### config.mk
export PLATFORM = sky130hd
export DESIGN_NAME = srx_top
export DESIGN_NICKNAME = d
export VERILOG_FILES = /design/src/rtl/srx_pkg.sv /design/src/rtl/srx_sync.sv /design/src/rtl/srx_frame.sv /design/src/rtl/srx_fifo.sv /design/src/rtl/srx_top.sv
export SDC_FILE = /design/constraint.sdc
export NUM_CORES = 1
export LEC_CHECK = 0
export ABC_AREA = 1
export BUFFER_PORTS_ARGS = -buffer_cell sky130_fd_sc_hd__clkbuf_2
export CORE_UTILIZATION = 50
export CTS_CLUSTER_SIZE = 8
export DETAILED_ROUTE_END_ITERATION = 10
export PLACE_DENSITY = 0.63
export SYNTH_ARGS = -nofsm -noshare
export SYNTH_HDL_FRONTEND = slang
export SYNTH_SLANG_ARGS = --single-unit
### constraint.sdc
create_clock -name clk_i -period 2.9 [get_ports clk_i]
set_input_delay 0.29 -clock clk_i [delete_from_list [all_inputs] [get_ports clk_i]]
set_output_delay 0.29 -clock clk_i [all_outputs]
set_load 0.02 [all_outputs]
### src/rtl/srx_pkg.sv
package srx_pkg;
  typedef enum logic [2:0] {
    ST_IDLE,
    ST_START,
    ST_DATA,
    ST_PAR,
    ST_STOP
  } rx_state_e;

  localparam logic [1:0] PAR_NONE = 2'd0;
  localparam logic [1:0] PAR_ODD  = 2'd1;
  localparam logic [1:0] PAR_EVEN = 2'd2;
endpackage

### src/rtl/srx_sync.sv
module srx_sync #(
  parameter int STAGES = 2
) (
  input  logic clk_i,
  input  logic rst_ni,
  input  logic d_i,
  output logic q_o
);
  logic [STAGES-1:0] chain_q;
  logic [STAGES-1:0] chain_d;

  always_comb begin
    chain_d = {chain_q[STAGES-2:0], d_i};
  end

  always_ff @(posedge clk_i or negedge rst_ni) begin
    if (!rst_ni) chain_q <= '1;
    else         chain_q <= chain_d;
  end

  assign q_o = chain_q[STAGES-1];
endmodule

### src/rtl/srx_frame.sv
module srx_frame
  import srx_pkg::*;
#(
  parameter int DIV_W  = 16,
  parameter int DATA_W = 8
) (
  input  logic              clk_i,
  input  logic              rst_ni,
  input  logic              rx_s_i,
  input  logic [DIV_W-1:0]  divisor_i,
  input  logic [1:0]        parity_sel_i,
  input  logic              two_stop_i,
  output logic [DATA_W-1:0] byte_o,
  output logic              byte_valid_o,
  output logic              perr_o
);
  localparam int BIT_W = (DATA_W > 1) ? $clog2(DATA_W) : 1;
  localparam logic [BIT_W-1:0] LAST_BIT = BIT_W'(DATA_W - 1);

  rx_state_e         state_q, state_d;
  logic [DIV_W-1:0]  cnt_q, cnt_d;
  logic [BIT_W-1:0]  bit_q, bit_d;
  logic [DATA_W-1:0] shift_q, shift_d;
  logic              perr_q, perr_d;
  logic              stop2_q, stop2_d;
  logic              prev_q;
  logic              valid_q, valid_d;
  logic              pulse_q, pulse_d;
  logic              bit_done, half_done;

  assign bit_done  = (cnt_q == divisor_i);
  assign half_done = (cnt_q == (divisor_i >> 1));

  always_comb begin
    state_d = state_q;
    cnt_d   = cnt_q + 1'b1;
    bit_d   = bit_q;
    shift_d = shift_q;
    perr_d  = perr_q;
    stop2_d = stop2_q;
    valid_d = 1'b0;
    unique case (state_q)
      ST_IDLE: begin
        cnt_d = '0;
        if (prev_q && !rx_s_i) state_d = ST_START;
      end
      ST_START: begin
        if (half_done) begin
          cnt_d   = '0;
          bit_d   = '0;
          state_d = rx_s_i ? ST_IDLE : ST_DATA;
        end
      end
      ST_DATA: begin
        if (bit_done) begin
          cnt_d   = '0;
          shift_d = {rx_s_i, shift_q[DATA_W-1:1]};
          if (bit_q == LAST_BIT) begin
            perr_d  = 1'b0;
            stop2_d = two_stop_i;
            state_d = (parity_sel_i != PAR_NONE) ? ST_PAR : ST_STOP;
          end else begin
            bit_d = bit_q + 1'b1;
          end
        end
      end
      ST_PAR: begin
        if (bit_done) begin
          cnt_d   = '0;
          perr_d  = ((^shift_q) ^ rx_s_i) != (parity_sel_i == PAR_ODD);
          stop2_d = two_stop_i;
          state_d = ST_STOP;
        end
      end
      ST_STOP: begin
        if (bit_done) begin
          cnt_d = '0;
          if (stop2_q) begin
            stop2_d = 1'b0;
          end else begin
            valid_d = 1'b1;
            state_d = ST_IDLE;
          end
        end
      end
      default: state_d = ST_IDLE;
    endcase
    pulse_d = valid_d & perr_q;
  end

  always_ff @(posedge clk_i or negedge rst_ni) begin
    if (!rst_ni) begin
      state_q <= ST_IDLE;
      cnt_q   <= '0;
      bit_q   <= '0;
      shift_q <= '0;
      perr_q  <= 1'b0;
      stop2_q <= 1'b0;
      prev_q  <= 1'b1;
      valid_q <= 1'b0;
      pulse_q <= 1'b0;
    end else begin
      state_q <= state_d;
      cnt_q   <= cnt_d;
      bit_q   <= bit_d;
      shift_q <= shift_d;
      perr_q  <= perr_d;
      stop2_q <= stop2_d;
      prev_q  <= rx_s_i;
      valid_q <= valid_d;
      pulse_q <= pulse_d;
    end
  end

  assign byte_o       = shift_q;
  assign byte_valid_o = valid_q;
  assign perr_o       = pulse_q;
endmodule

### src/rtl/srx_fifo.sv
module srx_fifo #(
  parameter int DATA_W = 8,
  parameter int DEPTH  = 16,
  localparam int AW    = $clog2(DEPTH),
  localparam int CW    = AW + 1
) (
  input  logic              clk_i,
  input  logic              rst_ni,
  input  logic              flush_i,
  input  logic              push_i,
  input  logic [DATA_W-1:0] data_i,
  input  logic              pop_i,
  output logic [DATA_W-1:0] head_o,
  output logic              empty_o,
  output logic [CW-1:0]     count_o
);
  localparam logic [AW-1:0] LAST = AW'(DEPTH - 1);

  logic [DATA_W-1:0] mem_q [DEPTH];
  logic [AW-1:0]     wr_q, wr_d, rd_q, rd_d;
  logic [CW-1:0]     cnt_q, cnt_d;
  logic              full, push_en, pop_en;

  assign full    = (cnt_q == CW'(DEPTH));
  assign empty_o = (cnt_q == '0);
  assign push_en = push_i && !full && !flush_i;
  assign pop_en  = pop_i && !empty_o && !flush_i;

  always_comb begin
    wr_d  = wr_q;
    rd_d  = rd_q;
    cnt_d = cnt_q;
    if (flush_i) begin
      wr_d  = '0;
      rd_d  = '0;
      cnt_d = '0;
    end else begin
      if (push_en) wr_d = (wr_q == LAST) ? '0 : wr_q + 1'b1;
      if (pop_en)  rd_d = (rd_q == LAST) ? '0 : rd_q + 1'b1;
      if (push_en && !pop_en)      cnt_d = cnt_q + 1'b1;
      else if (pop_en && !push_en) cnt_d = cnt_q - 1'b1;
    end
  end

  always_ff @(posedge clk_i or negedge rst_ni) begin
    if (!rst_ni) begin
      wr_q  <= '0;
      rd_q  <= '0;
      cnt_q <= '0;
    end else begin
      wr_q  <= wr_d;
      rd_q  <= rd_d;
      cnt_q <= cnt_d;
    end
  end

  always_ff @(posedge clk_i) begin
    if (push_en) mem_q[wr_q] <= data_i;
  end

  assign head_o  = mem_q[rd_q];
  assign count_o = cnt_q;
endmodule

### src/rtl/srx_top.sv
module srx_top #(
  parameter int DIV_W      = 16,
  parameter int DATA_W     = 8,
  parameter int FIFO_DEPTH = 16,
  parameter int SYNC_STAGES = 2,
  localparam int CNT_W     = $clog2(FIFO_DEPTH) + 1
) (
  input  logic              clk_i,
  input  logic              rst_ni,
  input  logic              rx_i,
  input  logic [DIV_W-1:0]  divisor_i,
  input  logic [1:0]        parity_sel_i,
  input  logic              two_stop_i,
  input  logic              flush_i,
  input  logic              pop_i,
  output logic [DATA_W-1:0] head_o,
  output logic              empty_o,
  output logic              parity_err_o
);
  logic              rx_s;
  logic [DATA_W-1:0] rx_byte;
  logic              byte_valid;
  logic [CNT_W-1:0]  fifo_count;

  srx_sync #(.STAGES(SYNC_STAGES)) u_sync (
    .clk_i  (clk_i),
    .rst_ni (rst_ni),
    .d_i    (rx_i),
    .q_o    (rx_s)
  );

  srx_frame #(.DIV_W(DIV_W), .DATA_W(DATA_W)) u_frame (
    .clk_i        (clk_i),
    .rst_ni       (rst_ni),
    .rx_s_i       (rx_s),
    .divisor_i    (divisor_i),
    .parity_sel_i (parity_sel_i),
    .two_stop_i   (two_stop_i),
    .byte_o       (rx_byte),
    .byte_valid_o (byte_valid),
    .perr_o       (parity_err_o)
  );

  srx_fifo #(.DATA_W(DATA_W), .DEPTH(FIFO_DEPTH)) u_fifo (
    .clk_i   (clk_i),
    .rst_ni  (rst_ni),
    .flush_i (flush_i),
    .push_i  (byte_valid),
    .data_i  (rx_byte),
    .pop_i   (pop_i),
    .head_o  (head_o),
    .empty_o (empty_o),
    .count_o (fifo_count)
  );
endmodule

==> summary.md <==
| Metric | Value |
|---|---|
| Status | completed |
| Register area | 5100 sq um |
| Leakage Power | 3.93 nW |
| Synth top cells by count | nand2_1, edfxtp_1, nor2_1, inv_1, o21ai_0 |
| Min cycle time layout | 2.62 ns |
| Maximum VDD drop | 0.000415 V |
| Die area | 16900 sq um |
| Worst skew pair latency | 0.44 ns |
| CP Max Fanout | 25 |
| Sw Pwr | 2.16 mW |
| Starting DRT DRC Count | 478 |
| Async SR Flop Fraction | 28.1% |
| Critical path class | flop to primary output |
| Crit. End Element | primary output |
| Post-Syn Area per Cell | 9.86 sq um |
| Unrepaired setup endpoints after global routing | false |
| GR Overflow Total | 0 |
| Worst EP arrival | 2.33 ns |
| CTS max path bufs | 2 |
| Largest area contributor in the netlist | edfxtp_1 |
| Cell Rows | 46 |
| Buf/Inv on CP | 3 |
| EDFF count, synth | 128 |
| GP Congestion | 0.902 |
| Vias | 6067 |
| Vias/cell | 5.41 |
| TritonCTS buffer count | 17 |
| Max cap viols | 0 |
| Overall die width | 130 um |
| Switching Share | 31.8% |
| Endpoints failing setup | 0 |
| Synth Cell Area | 8220 sq um |
| Synth warn | 0 |
| Logic pwr share | 23.4% |
| Final WS setup | 0.276 ns |
| Fill count | 1367 |
| Final slew viol count | 0 |
| Top delay family on crit path | buffers and inverters |
| Root buf cell | clkbuf_16 |
| Post-Syn Instances | 833 |
| Relative slew margins | 41.9% |
| Area of the core | 15900 sq um |
| Fmax | 381 MHz |
| Ant diodes | 0 |
| Final Instance Area | 9380 sq um |
| Worst Path Required | 2.61 ns |
| Worst slew pin tran | 0.871 ns |
| Area delta synth->final | 14.1% |
| Overall routing resource usage | 24.2% |
| Crit-path cells | clkinvlp_4 > buf_4 > o21ai_0 > o221ai_1 > nand4_1 > nand2_1 > clkbuf_2 |
| CP Launch Type | flop |
| Internal power | 4.63 mW |
| Top post-synthesis cells by area | edfxtp_1, dfrtp_1, nand2_1 |
| Sequential-to-total area share from yosys stat | 62.1% |
| Count of cell types in the netlist | 34 |
| Largest net degree at the start of global routing | 66 |
| Place WS | 0.593 ns |
| First-pass GRT wire length | 30300 um |
| Multi-input gate area | 2750 sq um |
| IO Port Bufs | 33 |
| Initial antenna violation count | 0 |
| Dpl hpwl | 13000 um |
| Vias in the first global route | 5901 |
| Net count after synthesis | 870 |
| Most frequent cell after synthesis | nand2_1 |
| Worst Clk Skew | 0.0169 ns |
| Top cell type's share of synthesized area | 46.8% |
| Fin crit share | 90.5% |
| Cells after DPL | 1088 |
| Layout cells sized above 1 | 12.9% |
| Clock power share | 33.3% |
| Non-filler cells, final | 1121 |
| Crit-path max cell delay | 0.42 ns |
| Wire length per cell | 16.9 um |
| Final hold viol count | 0 |
| Slowest-stage cell, CP | dfrtp_2 |
| Area after DPL | 8770 sq um |
| Ys flop type | edfxtp_1 |
| H-tree Lvls | 4 |
| Reg clk slew, reported paths | 0.07 ns |
| Worst hold path type | input port to flop |
| Final Power | 6.80 mW |
| Detail Route Antenna Nets | 0 |
| Die Height | 130 um |
| Post-layout util | 58.8% |
| Seq pwr share | 43.2% |
| CTS tree | done |
| Starting density of the core | 51.5% |
| Power per cell area | 725 nW/um^2 |
| Nets | 930 |
| Drt first pass iters | 4 |
| Total negative setup slack | 0 ns |
| Clock sinks | 178 |
| Register bit total from synthesis | 178 |
| Total Wirelength | 18900 um |
| DRC | 0 |
| Final hold slack | 0.161 ns |
| IO Count | 34 |
==> worst min-delay path: cells and delay by family <==
| kind | cells | cell delay [ns] |
|---|---|---|
| buffers and inverters | 2 | 0.12 |
| and+or+nand+nor | 3 | 0.16 |
==> cell type report <==
type                    instances  area share, %
flip-flops and latches        178           54.4
multi-input cells             562           29.4
clock buffers                  19           4.62
repair buffers                 65           4.38
well taps                     216           2.88
inverters                      69           2.80
clock inverters                12           1.56
==> layout by cell type (no fill, tap or decap), types with 16 or more instances in the layout <==
| cell | n |
|---|---|
| edfxtp_1 | 128 |
| nand2_1 | 237 |
| inv_1 | 57 |
| dfrtp_1 | 46 |
| o22ai_1 | 16 |
| o21ai_0 | 57 |
| nand3_1 | 37 |
| xor2_1 | 18 |
| buf_4 | 30 |
| clkbuf_16 | 17 |
| clkbuf_2 | 33 |
| a21oi_1 | 38 |
| nor2_1 | 89 |
==> power by group through the flow <==
stage / logic (mW) / registers, mW / clock network [mW]
after floorplan: 1.20 / 2.94 / 0
after global placement: 1.52 / 2.97 / 0
after detailed placement: 1.58 / 2.98 / 0
after CTS: 1.59 / 2.93 / 2.31
after global routing: 1.78 / 2.95 / 2.42
final: 1.59 / 2.94 / 2.27
==> flip-flops by register name (all words and copies together), names as in the netlist <==
name / flops
u_sync.chain_q: 2
u_frame.stop2_q: 1
u_fifo.wr_q: 4
u_fifo.mem_q: 128
u_frame.cnt_q: 16
u_frame.prev_q: 1
u_frame.perr_q: 1
u_frame.state_q: 3
u_fifo.count_o: 5
u_frame.byte_valid_o: 1
u_frame.bit_q: 3
u_frame.perr_o: 1
u_fifo.rd_q: 4
u_frame.byte_o: 8
==> logic make-up after synthesis <==
logic type / Yosys count / synth area share (%)
DFF: 178 / 62.1
adders and majority gates: 13 / 2.07
and+or+nand+nor: 393 / 19.5
buffers and inverters: 93 / 4.43
AOI/OAI and AO/OA: 131 / 9.23
xor gates and xnor gates: 25 / 2.67
==> final timing paths <==
kind                                         from                end  slack [ns]  depth (start not counted)
worst max-delay path               u_fifo.rd_q[0]          head_o[1]        0.28                          7
min in group asynchronous                  rst_ni     u_fifo.rd_q[0]        0.50                          2
worst min register to register  u_sync.chain_q[0]  u_sync.chain_q[1]        0.36                          0
max in group asynchronous                  rst_ni  u_frame.cnt_q[14]        1.69                          3
worst min-delay path                   two_stop_i    u_frame.stop2_q        0.16                          5
worst max register to register  u_fifo.count_o[0]  u_fifo.count_o[4]        0.63                         11
==> metal layers <==
layer	share of wire [%]	routed length [um]	vias to the layer above	GRT usage, %
li1	-	-	2946	-
met1	43	8070	2921	30.2
met2	51	9550	172	41.5
met3	4.9	921	28	4.67
met4	2.0	372	0	9.37
met5	0	0	-	0
==> repair_timing <==
item | in CTS | in global routing
resized for setup | 0 | 1
endpoints found under the setup margin | 0 | 2
hold buffers | 2 | 0
buffers inserted | 0 | 0
hold endpoints to repair | 10 | 0
Note: power is estimated with default switching activity, not from simulation.
